### src/rtl/nib_alu_pkg.sv
package nib_alu_pkg;

  localparam int OPC_W = 6;

  typedef enum logic [1:0] {
    CMP_NONE = 2'd0,
    CMP_EQ   = 2'd1,
    CMP_NE   = 2'd2,
    CMP_GE   = 2'd3
  } cmp_kind_e;

  typedef struct packed {
    logic      arith;    // add/subtract group
    logic      sub;      // subtract instead of add
    logic      imm;      // memory vs immediate operand form
    logic      use_c;    // flag feeds carry/borrow in
    logic      skip_var; // skip on new flag
    cmp_kind_e cmp;      // compare kind, CMP_NONE if not a compare
  } dec_t;

  localparam logic [OPC_W-1:0] OPC_EQ_RM = 6'b000100;
  localparam logic [OPC_W-1:0] OPC_EQ_MI = 6'b000101;
  localparam logic [OPC_W-1:0] OPC_NE_MI = 6'b000001;
  localparam logic [OPC_W-1:0] OPC_GE_RM = 6'b000011;
  localparam logic [OPC_W-1:0] OPC_GE_MI = 6'b000111;

endpackage

### src/rtl/nib_alu_decode.sv
module nib_alu_decode
  import nib_alu_pkg::*;
(
  input  logic [OPC_W-1:0] opc_i,
  output dec_t             dec_o
);

  always_comb begin
    dec_o          = '0;
    dec_o.cmp      = CMP_NONE;
    if (opc_i[5:4] == 2'b01) begin
      dec_o.arith    = 1'b1;
      dec_o.sub      = opc_i[3];
      dec_o.imm      = opc_i[2];
      dec_o.use_c    = opc_i[1];
      dec_o.skip_var = opc_i[0];
    end else begin
      unique case (opc_i)
        OPC_EQ_RM: begin dec_o.cmp = CMP_EQ; dec_o.imm = 1'b0; end
        OPC_EQ_MI: begin dec_o.cmp = CMP_EQ; dec_o.imm = 1'b1; end
        OPC_NE_MI: begin dec_o.cmp = CMP_NE; dec_o.imm = 1'b1; end
        OPC_GE_RM: begin dec_o.cmp = CMP_GE; dec_o.imm = 1'b0; end
        OPC_GE_MI: begin dec_o.cmp = CMP_GE; dec_o.imm = 1'b1; end
        default:   dec_o.cmp = CMP_NONE;
      endcase
    end
  end

endmodule

### src/rtl/nib_alu_addsub.sv
module nib_alu_addsub #(
  parameter int DATA_W = 4
) (
  input  logic              sub_i,
  input  logic [DATA_W-1:0] a_i,
  input  logic [DATA_W-1:0] b_i,
  input  logic              cin_i,   // carry-in for add, borrow-in for subtract
  output logic [DATA_W-1:0] sum_o,
  output logic              flag_o   // carry-out for add, borrow-out for subtract
);

  localparam int EXT_W = DATA_W + 1;

  logic [DATA_W:0]   c;
  logic [DATA_W-1:0] b_eff;

  assign b_eff = sub_i ? ~b_i : b_i;
  assign c[0]  = sub_i ? ~cin_i : cin_i;

  for (genvar i = 0; i < DATA_W; i++) begin : g_bit
    assign sum_o[i] = a_i[i] ^ b_eff[i] ^ c[i];
    assign c[i+1]   = (a_i[i] & b_eff[i]) | (c[i] & (a_i[i] ^ b_eff[i]));
  end

  assign flag_o = sub_i ? ~c[DATA_W] : c[DATA_W];

  logic [EXT_W-1:0] a_ext, b_ext, ci_ext;
  assign a_ext  = {1'b0, a_i};
  assign b_ext  = {1'b0, b_i};
  assign ci_ext = EXT_W'(cin_i);

  always_comb begin
    if (!sub_i) begin
      p_add_chain_r4: assert ({flag_o, sum_o} == a_ext + b_ext + ci_ext)
        else $error("ripple add mismatch");
    end else begin
      p_sub_chain_r5: assert ((sum_o == DATA_W'(a_ext - b_ext - ci_ext)) &&
                              (flag_o == (a_ext < b_ext + ci_ext)))
        else $error("ripple subtract mismatch");
    end
  end

endmodule

### src/rtl/nib_alu_cmp.sv
module nib_alu_cmp
  import nib_alu_pkg::*;
#(
  parameter int DATA_W = 4
) (
  input  cmp_kind_e         kind_i,
  input  logic [DATA_W-1:0] a_i,
  input  logic [DATA_W-1:0] b_i,
  output logic              hit_o
);

  logic eq, ge;
  assign eq = (a_i == b_i);
  assign ge = (a_i >= b_i);

  always_comb begin
    unique case (kind_i)
      CMP_EQ:  hit_o = eq;
      CMP_NE:  hit_o = ~eq;
      CMP_GE:  hit_o = ge;
      default: hit_o = 1'b0;
    endcase
  end

endmodule

### src/rtl/nib_alu_exec.sv
module nib_alu_exec
  import nib_alu_pkg::*;
#(
  parameter int DATA_W  = 4,
  parameter int ROW_W   = 2,
  parameter int COL_W   = 4,
  parameter int INSTR_W = 16
) (
  input  logic                     clk_i,
  input  logic                     rst_ni,
  input  logic                     exec_en_i,
  input  logic [INSTR_W-1:0]       instr_i,
  input  logic [DATA_W-1:0]        reg_val_i,
  input  logic [DATA_W-1:0]        mem_val_i,
  output logic [DATA_W-1:0]        result_o,
  output logic                     wr_en_o,
  output logic                     wr_to_mem_o,
  output logic [DATA_W-1:0]        reg_idx_o,
  output logic [ROW_W+COL_W-1:0]   mem_addr_o,
  output logic                     carry_o,
  output logic                     skip_o
);

  localparam int ADDR_W = ROW_W + COL_W;
  localparam int OPC_LO = INSTR_W - OPC_W;

  dec_t              dec;
  logic [DATA_W-1:0] imm, opnd_a, opnd_b, sum;
  logic              carry_q, cin, flag_new, cmp_hit;
  logic              arith_go, cmp_go;

  nib_alu_decode i_decode (
    .opc_i (instr_i[INSTR_W-1:OPC_LO]),
    .dec_o (dec)
  );

  assign imm        = instr_i[DATA_W-1:0];
  assign reg_idx_o  = instr_i[DATA_W-1:0];
  assign mem_addr_o = instr_i[DATA_W+ADDR_W-1:DATA_W];

  // memory moves to the left operand in the immediate forms
  assign opnd_a = dec.imm ? mem_val_i : reg_val_i;
  assign opnd_b = dec.imm ? imm       : mem_val_i;
  assign cin    = dec.use_c & carry_q;

  nib_alu_addsub #(.DATA_W(DATA_W)) i_addsub (
    .sub_i  (dec.sub),
    .a_i    (opnd_a),
    .b_i    (opnd_b),
    .cin_i  (cin),
    .sum_o  (sum),
    .flag_o (flag_new)
  );

  nib_alu_cmp #(.DATA_W(DATA_W)) i_cmp (
    .kind_i (dec.cmp),
    .a_i    (opnd_a),
    .b_i    (opnd_b),
    .hit_o  (cmp_hit)
  );

  assign arith_go    = exec_en_i & dec.arith;
  assign cmp_go      = exec_en_i & (dec.cmp != CMP_NONE);

  assign result_o    = sum;
  assign wr_en_o     = arith_go;
  assign wr_to_mem_o = dec.imm;
  assign skip_o      = (arith_go & dec.skip_var & flag_new) | (cmp_go & cmp_hit);

  always_ff @(posedge clk_i or negedge rst_ni) begin
    if (!rst_ni)       carry_q <= 1'b0;
    else if (arith_go) carry_q <= flag_new;
  end

  assign carry_o = carry_q;

  p_cmp_no_write_r8: assert property (@(posedge clk_i) disable iff (!rst_ni)
    cmp_go |-> !wr_en_o)
    else $error("compare raised a write");

  p_idle_quiet_r9: assert property (@(posedge clk_i) disable iff (!rst_ni)
    !exec_en_i |-> (!wr_en_o && !skip_o))
    else $error("idle cycle wrote or skipped");

  p_flag_hold_r7: assert property (@(posedge clk_i) disable iff (!rst_ni)
    !wr_en_o |=> (carry_o == $past(carry_o)))
    else $error("flag changed without arithmetic");

  p_plain_noskip_r6: assert property (@(posedge clk_i) disable iff (!rst_ni)
    (wr_en_o && !instr_i[OPC_LO]) |-> !skip_o)
    else $error("plain arithmetic form skipped");

  p_skip_flag_r6: assert property (@(posedge clk_i) disable iff (!rst_ni)
    (wr_en_o && instr_i[OPC_LO]) |=> (carry_o == $past(skip_o)))
    else $error("skip disagrees with stored flag");

endmodule

### config.mk
export PLATFORM = sky130hd
export DESIGN_NAME = nib_alu_exec
export DESIGN_NICKNAME = d
export VERILOG_FILES = /design/src/rtl/nib_alu_pkg.sv /design/src/rtl/nib_alu_decode.sv /design/src/rtl/nib_alu_addsub.sv /design/src/rtl/nib_alu_cmp.sv /design/src/rtl/nib_alu_exec.sv
export SDC_FILE = /design/constraint.sdc
export NUM_CORES = 1
export LEC_CHECK = 0
export BUFFER_PORTS_ARGS = -buffer_cell sky130_fd_sc_hd__buf_4
export CAP_MARGIN = 20
export CELL_PAD_IN_SITES_DETAIL_PLACEMENT = 1
export CELL_PAD_IN_SITES_GLOBAL_PLACEMENT = 1
export CORE_MARGIN = 5
export CORE_UTILIZATION = 23
export CTS_BUF_LIST = sky130_fd_sc_hd__clkbuf_4 sky130_fd_sc_hd__clkbuf_8 sky130_fd_sc_hd__clkbuf_16
export CTS_CLUSTER_SIZE = 25
export DETAILED_ROUTE_END_ITERATION = 10
export HOLD_SLACK_MARGIN = 0.06
export PLACE_DENSITY_LB_ADDON = 0.15
export REMOVE_ABC_BUFFERS = 1
export SYNTH_ARGS = -nofsm -noshare
export SYNTH_HDL_FRONTEND = slang
export SYNTH_SLANG_ARGS = --single-unit
### constraint.sdc
create_clock -name clk_i -period 2.97 [get_ports clk_i]
set_clock_uncertainty 0.1 [all_clocks]
set_input_delay 0.1485 -clock clk_i [delete_from_list [all_inputs] [get_ports clk_i]]
set_output_delay 0.1485 -clock clk_i [all_outputs]
set_load 0.05 [all_outputs]
==> results of run 1 <==
==> cell families after synthesis <==
group,Yosys count,synth area share
AND/OR/NAND/NOR,14,0.160
adder cells (fa/ha/maj),8,0.232
flip-flops,1,0.0445
multiplexers,8,0.154
buffers and inverters,21,0.207
XOR/XNOR,6,0.0935
AO/OA/AOI/OAI,7,0.109
==> cell type report <==
class | instances | area (um^2) | share of cell area
inverter | 11 | 41.3 | 0.0447
tap | 30 | 37.5 | 0.0407
sequential | 1 | 25.0 | 0.0271
multi-input combinational | 43 | 445 | 0.482
timing repair buffer | 48 | 374 | 0.405
==> placed cells by master, fill, tap and decap left out, types with 2 or more instances in the layout <==
cell	n
sky130_fd_sc_hd__mux2i_1	6
sky130_fd_sc_hd__inv_2	2
sky130_fd_sc_hd__inv_1	9
sky130_fd_sc_hd__nor4b_1	2
sky130_fd_sc_hd__nor2_1	3
sky130_fd_sc_hd__a21oi_1	2
sky130_fd_sc_hd__buf_6	3
sky130_fd_sc_hd__fa_2	4
sky130_fd_sc_hd__ha_1	4
sky130_fd_sc_hd__buf_4	44
sky130_fd_sc_hd__xnor2_1	4
==> how the worst max path moves through the flow <==
| stage | start | end | cells past startpoint |
|---|---|---|---|
| final | instr_i[10] | skip_o | 15 |
| after global routing | instr_i[10] | skip_o | 15 |
| after CTS | instr_i[10] | skip_o | 15 |
| after detailed placement | instr_i[10] | skip_o | 15 |
| after global placement | instr_i[10] | skip_o | 15 |
| after floorplan | instr_i[10] | skip_o | 13 |
==> where the power goes <==
group	leakage [nW]	internal, W	switching [W]	total [W]
Clock	0	0	0	0
Sequential	0.0125	0.0000173	0.00000160	0.0000189
Combinational	0.497	0.000118	0.000169	0.000287
Total	0.510	0.000136	0.000171	0.000306
==> what timing repair did <==
action / in CTS / in global routing
setup buffers: 1 / 1
hold endpoints to repair: 1 / 0
hold buffers: 1 / 0
resized for setup: 13 / 0
pin swaps: 3 / 2
endpoints found under the setup margin: 3 / 3
==> metrics by stage <==
step	util	power [W]	cells	area (um^2)
floorplan	-	0.000183	55	487
global placement	0.358	0.000292	130	862
detailed placement	0.358	0.000294	130	862
CTS	0.380	0.000311	132	916
global route	0.383	0.000330	133	923
finish	0.383	0.000306	133	923
==> worst register-to-register path, stage by stage (launching register included) <==
cell                      delay (ps)
sky130_fd_sc_hd__dfrtp_1         350
sky130_fd_sc_hd__nand2_1          90
sky130_fd_sc_hd__xnor2_1         110
sky130_fd_sc_hd__and3_2          210
sky130_fd_sc_hd__fa_2            200
sky130_fd_sc_hd__inv_2            40
sky130_fd_sc_hd__fa_2            330
sky130_fd_sc_hd__fa_2            340
sky130_fd_sc_hd__fa_2            340
sky130_fd_sc_hd__xor2_1          140
sky130_fd_sc_hd__nor2_1           70
sky130_fd_sc_hd__buf_4           130
sky130_fd_sc_hd__a21o_1          140
==> layer usage <==
| layer | vias up | GRT usage |
|---|---|---|
| li1 | 284 | - |
| met1 | 282 | 0.115 |
| met2 | 28 | 0.176 |
| met3 | 0 | 0.0174 |
| met4 | 0 | 0 |
| met5 | - | 0 |
==> impl_summary.txt, run 1 <==
----------------------------------------------------
[Outcome]
  Failing checks ... negative setup slack
  Outcome ... complete, but fails checks

[Flow run]
  # Max-Cap Violations ... 0

[Setup path]
  Critical path, cell by cell ... buf_6, nor2b_4, o221ai_4, mux2_4, xnor2_2, fa_2, inv_2, fa_2, fa_2, fa_2, xor2_1, nor2_1, a21oi_1, o21ai_1, buf_6
  Worst r2r path cells ... 12
  Reg-to-Reg Start ... carry_o
  Type of origin of the critical path ... input port
  Longest individual stage delay on the worst path ... 340 ps
  Element type at the critical path end ... primary output
  Cell type with the highest occurrence count on the critical path ... sky130_fd_sc_hd__fa_2
  Total buffers and inverters traversed by the critical path ... 3
  Master of the slowest instance on the critical path ... sky130_fd_sc_hd__mux2_4
  Max FO, Critical Path ... 2
  Slack of the worst reg-to-reg path ... 270 ps
  Setup CP Type ... in2out
  Signal arrival time at the worst endpoint ... 2930 ps
  Family with the most delay on the worst path ... adder cells
  Reg-to-reg endpoint ... carry_o
  Crit path required time ... 2720 ps

[Placed design]
  Detailed-placement wirelength estimate ... 1430 um
  Number of I/O port buffers ... 32
  RePlAce Congestion ... 0.757
  Placement-stage worst setup slack ... -506 ps

[STA]
  Min Hold Slack ... 197 ps
  Final Max Tran Viols ... 0
  Maximum clock frequency ... 315 MHz
  Slew at the pin with the worst max-slew slack ... 384 ps
  Unrepaired setup endpoints after global routing ... yes
  Final Hold Viols ... 0
  Setup-violating endpoint count in the final report ... 2
  Sum of negative setup slack ... -243 ps
  Setup slack of the critical path after layout ... -208 ps
  Post-layout minimum cycle time ... 3180 ps
  Relative slew slack ... 0.740
  Share of the clock period used by the worst path after layout ... 1.07

[Detailed routing]
  Via-per-instance ratio ... 4.47
  WL/cell ... 12.0 um
  Overall via count from detail_route ... 594
  DRT Pass-1 Iters ... 4
  Final wirelength ... 1600 um
  Highest metal layer used by the detailed router ... met3
  DRC violation count after routing ... 0
  Antenna violation net count after detailed routing ... 0
  Post-route met1 wirelength ... 607 um
  First-iteration detailed-routing DRC count ... 5
  Met2 routed WL ... 847 um
  Routed met3 length ... 139 um

[Worst hold path]
  Worst min path class ... in2out
  Worst-case hold path end point ... mem_addr_o[0]
  Number of cells traversed by the worst hold path ... 0
  Worst Hold Launch ... instr_i[4]

[Cells and area]
  Layout fillers ... 305
  Number of antenna cells inserted ... 0
  Final net count ... 140
  Proportion of layout cells with a drive suffix above 1 ... 0.583
  Area delta synth->final ... 64.4%
  Max FFs per register ... 1

[Logic synthesis]
  Yosys reg bits ... 1
  Area share of the leading cell type in the synthesized netlist ... 0.143
  Count of flip-flops with a built-in enable after synthesis ... 0
  Yosys top cell by area ... sky130_fd_sc_hd__fa_1
  Mean instance size in the synthesized netlist ... 8.64 um^2
  Synth Instances ... 65
  Top cell types by occurrence after synthesis ... 11 x sky130_fd_sc_hd__inv_1, 10 x sky130_fd_sc_hd__buf_4, 6 x sky130_fd_sc_hd__mux2i_1, 5 x sky130_fd_sc_hd__xnor2_1
  Cell area after synthesis ... 562 um^2
  Most repeated cell in the gate-level netlist after synthesis ... sky130_fd_sc_hd__inv_1
  Post-synth top flop ... sky130_fd_sc_hd__dfrtp_1
  Ys Warns ... 0
  Share of synthesized registers carrying an async set or reset ... 1.00
  Dominant cells by area after synthesis ... sky130_fd_sc_hd__fa_1 14%, sky130_fd_sc_hd__buf_4 13%, sky130_fd_sc_hd__mux2i_1 11%, sky130_fd_sc_hd__ha_1 8.9%, sky130_fd_sc_hd__xnor2_1 7.8%
  Distinct cells, synth ... 26
  Sequential-to-total area share from yosys stat ... 0.0445

[Clock tree]
  Later-pin clock latency in the skew report ... 0 ps

[Pwr]
  Standby leakage power ... 0.510 nW
  Peak supply drop ... 0.000175 V
  Power density over the cells ... 332 nW/um^2

[Floorplan]
  Die boundary height ... 59.4 um
  Die ar. ... 3530 um^2
  Die width ... 59.4 um
  Number of ports placed on the die boundary ... 45
  # rows ... 18
  Starting utilization of the core area ... 0.233
  Core Region ... 2410 um^2

[Global route]
  GRT Overall Usage ... 0.0933
  Via count of the first global-routing pass ... 651
  Largest net degree at the start of global routing ... 9
  Initial antenna violation count ... 0
  Gr ovfl total ... 0
  First-pass GRT wire length ... 2700 um

----------------------------------------------------
(Power assumes the default switching activity.)
==> run 2: changes to the inputs <==
--- a/config.mk
+++ b/config.mk
@@ -10,13 +10,14 @@
 export CELL_PAD_IN_SITES_DETAIL_PLACEMENT = 1
 export CELL_PAD_IN_SITES_GLOBAL_PLACEMENT = 1
 export CORE_MARGIN = 5
-export CORE_UTILIZATION = 23
+export CORE_UTILIZATION = 25
 export CTS_BUF_LIST = sky130_fd_sc_hd__clkbuf_4 sky130_fd_sc_hd__clkbuf_8 sky130_fd_sc_hd__clkbuf_16
 export CTS_CLUSTER_SIZE = 25
 export DETAILED_ROUTE_END_ITERATION = 10
-export HOLD_SLACK_MARGIN = 0.06
 export PLACE_DENSITY_LB_ADDON = 0.15
+export RECOVER_POWER = 50
 export REMOVE_ABC_BUFFERS = 1
 export SYNTH_ARGS = -nofsm -noshare
 export SYNTH_HDL_FRONTEND = slang
+export SYNTH_HIERARCHICAL = 1
 export SYNTH_SLANG_ARGS = --single-unit
==> impl_summary.txt, run 2 <==
----------------------------------------------------
[Pwr]
  Internal power ... 0.000147 W (was 0.000136 W)
  Power density over the cells ... 332 nW/um^2 (about the same)
  Switching share of total power ... 0.553 (was 0.557)
  Part of the total power dissipated in sequential elements ... 0.068 (was 0.062)
  Net switching power of the design ... 0.000182 W (was 0.000171 W)
  Part of the total power dissipated in the clock network ... 0 (about the same)
  Combinational share of power ... 0.932 (was 0.938)
  Peak supply drop ... 0.000189 V (was 0.000175 V)
  Standby leakage power ... 0.511 nW (was 0.510 nW)

[STA]
  Setup-violating endpoint count in the final report ... 2 (unchanged)
  Min Hold Slack ... 197 ps (unchanged)
  Post-layout minimum cycle time ... 3080 ps (was 3180 ps)
  Slew at the pin with the worst max-slew slack ... 598 ps (was 384 ps)
  Relative slew slack ... 0.603 (was 0.740)
  Final Hold Viols ... 0 (unchanged)
  Sum of negative setup slack ... -215 ps (was -243 ps)
  Setup slack of the critical path after layout ... -110 ps (was -208 ps)
  Unrepaired setup endpoints after global routing ... yes (unchanged)
  Share of the clock period used by the worst path after layout ... 1.04 (was 1.07)
  Maximum clock frequency ... 325 MHz (was 315 MHz)
  Final Max Tran Viols ... 0 (unchanged)

[Global route]
  First-pass GRT wire length ... 2730 um (was 2700 um)
  Largest net degree at the start of global routing ... 7 (was 9)
  Initial antenna violation count ... 0 (unchanged)
  Gr ovfl total ... 0 (unchanged)
  Via count of the first global-routing pass ... 634 (was 651)
  GRT Overall Usage ... 0.0943 (was 0.0933)

[Logic synthesis]
  Yosys reg bits ... 1 (unchanged)
  Mean instance size in the synthesized netlist ... 8.88 um^2 (was 8.64 um^2)
  Sequential-to-total area share from yosys stat ... 0.0397 (was 0.0445)
  Ys Warns ... 6 (was 0)
  Count of flip-flops with a built-in enable after synthesis ... 0 (unchanged)
  Top cell types by occurrence after synthesis ... 11 x sky130_fd_sc_hd__inv_1, 10 x sky130_fd_sc_hd__buf_4, 8 x sky130_fd_sc_hd__mux2_2 (was 11 x sky130_fd_sc_hd__inv_1, 10 x sky130_fd_sc_hd__buf_4, 6 x sky130_fd_sc_hd__mux2i_1, 5 x sky130_fd_sc_hd__xnor2_1)
  Synth Instances ... 71 (was 65)
  Cell area after synthesis ... 631 um^2 (was 562 um^2)
  Area share of the leading cell type in the synthesized netlist ... 0.143 (about the same)
  Post-synth top flop ... sky130_fd_sc_hd__dfrtp_1 (unchanged)
  Dominant cells by area after synthesis ... sky130_fd_sc_hd__mux2_2 14%, sky130_fd_sc_hd__fa_1 13%, sky130_fd_sc_hd__buf_4 12%, sky130_fd_sc_hd__ha_1 7.9%, sky130_fd_sc_hd__inv_1 6.5% (was sky130_fd_sc_hd__fa_1 14%, sky130_fd_sc_hd__buf_4 13%, sky130_fd_sc_hd__mux2i_1 11%, sky130_fd_sc_hd__ha_1 8.9%, sky130_fd_sc_hd__xnor2_1 7.8%)
  Share of synthesized registers carrying an async set or reset ... 1.00 (unchanged)
  Yosys top cell by area ... sky130_fd_sc_hd__mux2_2 (was sky130_fd_sc_hd__fa_1)
  Distinct cells, synth ... 27 (was 26)
  Most repeated cell in the gate-level netlist after synthesis ... sky130_fd_sc_hd__inv_1 (unchanged)

[Setup path]
  Setup CP Type ... in2out (unchanged)
  Type of origin of the critical path ... input port (unchanged)
  Max FO, Critical Path ... 2 (unchanged)
  Reg-to-Reg Start ... carry_o (unchanged)
  Master of the slowest instance on the critical path ... sky130_fd_sc_hd__fa_2 (was sky130_fd_sc_hd__mux2_4)
  Signal arrival time at the worst endpoint ... 2830 ps (was 2930 ps)
  Family with the most delay on the worst path ... adder cells (unchanged)
  Critical path, cell by cell ... buf_6, nor2b_4, o221a_4, mux2_4, xor2_4, fa_2, inv_2, fa_2, fa_2, inv_2, fa_2, xor2_2, nand4_1, nand2_1, buf_6 (was buf_6, nor2b_4, o221ai_4, mux2_4, xnor2_2, fa_2, inv_2, fa_2, fa_2, fa_2, xor2_1, nor2_1, a21oi_1, o21ai_1, buf_6)
  Element type at the critical path end ... primary output (unchanged)
  Total buffers and inverters traversed by the critical path ... 4 (was 3)
  Longest individual stage delay on the worst path ... 390 ps (was 340 ps)
  Worst r2r path cells ... 11 (was 12)
  Reg-to-reg endpoint ... carry_o (unchanged)
  Crit path required time ... 2720 ps (about the same)
  Cell type with the highest occurrence count on the critical path ... sky130_fd_sc_hd__fa_2 (unchanged)
  Slack of the worst reg-to-reg path ... 340 ps (was 270 ps)
  Number of cells on the critical path ... 15 (unchanged)

[Floorplan]
  # rows ... 18 (unchanged)
  Starting utilization of the core area ... 0.257 (was 0.233)
  Die boundary height ... 60.2 um (was 59.4 um)
  Die width ... 60.2 um (was 59.4 um)
  Core Region ... 2450 um^2 (was 2410 um^2)
  Number of ports placed on the die boundary ... 45 (unchanged)
  Die ar. ... 3630 um^2 (was 3530 um^2)

[Cells and area]
  Final net count ... 140 (unchanged)
  Max FFs per register ... 1 (unchanged)
  Number of antenna cells inserted ... 0 (unchanged)
  Commonest non-fill, non-tap cell in the layout ... sky130_fd_sc_hd__buf_4 (unchanged)
  Proportion of layout cells with a drive suffix above 1 ... 0.660 (was 0.583)
  Leading cell types in the layout, fill and taps excluded ... 35 x sky130_fd_sc_hd__buf_4, 9 x sky130_fd_sc_hd__inv_1, 6 x sky130_fd_sc_hd__mux2_2, 6 x sky130_fd_sc_hd__buf_6 (was 44 x sky130_fd_sc_hd__buf_4, 9 x sky130_fd_sc_hd__inv_1, 6 x sky130_fd_sc_hd__mux2i_1)
  Area delta synth->final ... 57.1% (was 64.4%)

[Worst hold path]
  Number of cells traversed by the worst hold path ... 0 (unchanged)
  Worst min path class ... in2out (unchanged)
  Worst-case hold path end point ... mem_addr_o[0] (unchanged)
  Worst Hold Launch ... instr_i[4] (unchanged)

[Detailed routing]
  Via-per-instance ratio ... 4.51 (was 4.47)
  Overall via count from detail_route ... 600 (was 594)
  DRT Pass-1 Iters ... 2 (was 4)
  Antenna violation net count after detailed routing ... 0 (unchanged)
  WL/cell ... 12.5 um (was 12.0 um)
  First-iteration detailed-routing DRC count ... 8 (was 5)
  DRC violation count after routing ... 0 (unchanged)
  Final wirelength ... 1670 um (was 1600 um)

[Placed design]
  Number of I/O port buffers ... 32 (unchanged)
  RePlAce Congestion ... 0.735 (was 0.757)
  Detailed-placement wirelength estimate ... 1470 um (was 1430 um)

[Flow run]
  # Max-Cap Violations ... 0 (unchanged)

[Outcome]
  Outcome ... complete, but fails checks (unchanged)
  Failing checks ... negative setup slack (unchanged)

[Clock tree]
  Later-pin clock latency in the skew report ... 0 ps (about the same)

----------------------------------------------------
[run 2: cell types whose count changed after synthesis, sizes merged, moves of 3 or more]
cell,delta
xor2,+3
xnor2,-3
nor2,-3
mux2i,-5
and2,+5
mux2,+7
[run 2: kinds of logic after synthesis]
family / synth area share
buffers and inverters: 0.220
adder cells (fa/ha/maj): 0.206
AND/OR/NAND/NOR: 0.200
flip-flops: 0.0397
multiplexers: 0.183
XOR/XNOR: 0.0833
AO/OA/AOI/OAI: 0.0674
[run 2: area by class of cell]
cell class              count  area, um^2
well taps                  30        37.5
inverters                  11        41.3
fillers                   298        1460
multi-input cells          47         536
repair buffers             44         352
flip-flops and latches      1        25.0
[run 2: stage by stage]
stage | worst slack, ps | util | instances | instance area [um^2] | total power, W
global route | -245 | 0.404 | 133 | 991 | 0.000353
finish | -110 | 0.404 | 133 | 991 | 0.000329
detailed placement | -392 | 0.361 | 131 | 886 | 0.000308
floorplan | -392 | - | 59 | 533 | 0.000201
global placement | -342 | 0.361 | 131 | 886 | 0.000302
CTS | -109 | 0.396 | 132 | 972 | 0.000326
[run 2: worst reg2reg max path, cell delays in order (launching register included)]
cell and delay [ps]:
sky130_fd_sc_hd__dfrtp_1 370, sky130_fd_sc_hd__and2_1 160, sky130_fd_sc_hd__xor2_1 150, sky130_fd_sc_hd__fa_2 340
sky130_fd_sc_hd__inv_2 60, sky130_fd_sc_hd__fa_2 200, sky130_fd_sc_hd__fa_2 190, sky130_fd_sc_hd__inv_2 50
sky130_fd_sc_hd__fa_2 340, sky130_fd_sc_hd__xor2_2 160, sky130_fd_sc_hd__buf_4 140, sky130_fd_sc_hd__mux2_4 240
[run 2: worst max-delay path by stage]
stage,from,slack (ps),end
2_1_floorplan,instr_i[10],-390,skip_o
3_3_place_gp,instr_i[13],-340,skip_o
3_5_place_dp,instr_i[13],-390,skip_o
4_1_cts,instr_i[10],-110,skip_o
5_1_grt,instr_i[10],-250,skip_o
6_report,instr_i[10],-110,skip_o
[run 2: timing repair]
action | 4_1_cts | 5_1_grt
buffers inserted | 0 | 1
hold buffers | 1 | 0
endpoints found under the setup margin | 3 | 3
resized for setup | 21 | 2
hold endpoints to repair | 1 | 0
pin swaps | 2 | 1
[run 2: power by group through the flow]
stage | Clock (W) | Sequential [W] | Combinational (W)
6_report | 0 | 0.0000222 | 0.000306
5_1_grt | 0 | 0.0000233 | 0.000330
4_1_cts | 0 | 0.0000226 | 0.000303
3_5_place_dp | 0 | 0.0000226 | 0.000285
3_3_place_gp | 0 | 0.0000222 | 0.000280
2_1_floorplan | 0 | 0.0000389 | 0.000163
[run 2: metal layers]
layer | global-route usage | vias up | wire length [um] | part of all wire
met5 | 0 | - | 0 | 0
met4 | 0 | 0 | 0 | 0
met3 | 0.0194 | 0 | 147 | 0.088
met2 | 0.194 | 27 | 955 | 0.57
met1 | 0.101 | 289 | 564 | 0.34
li1 | - | 284 | - | -
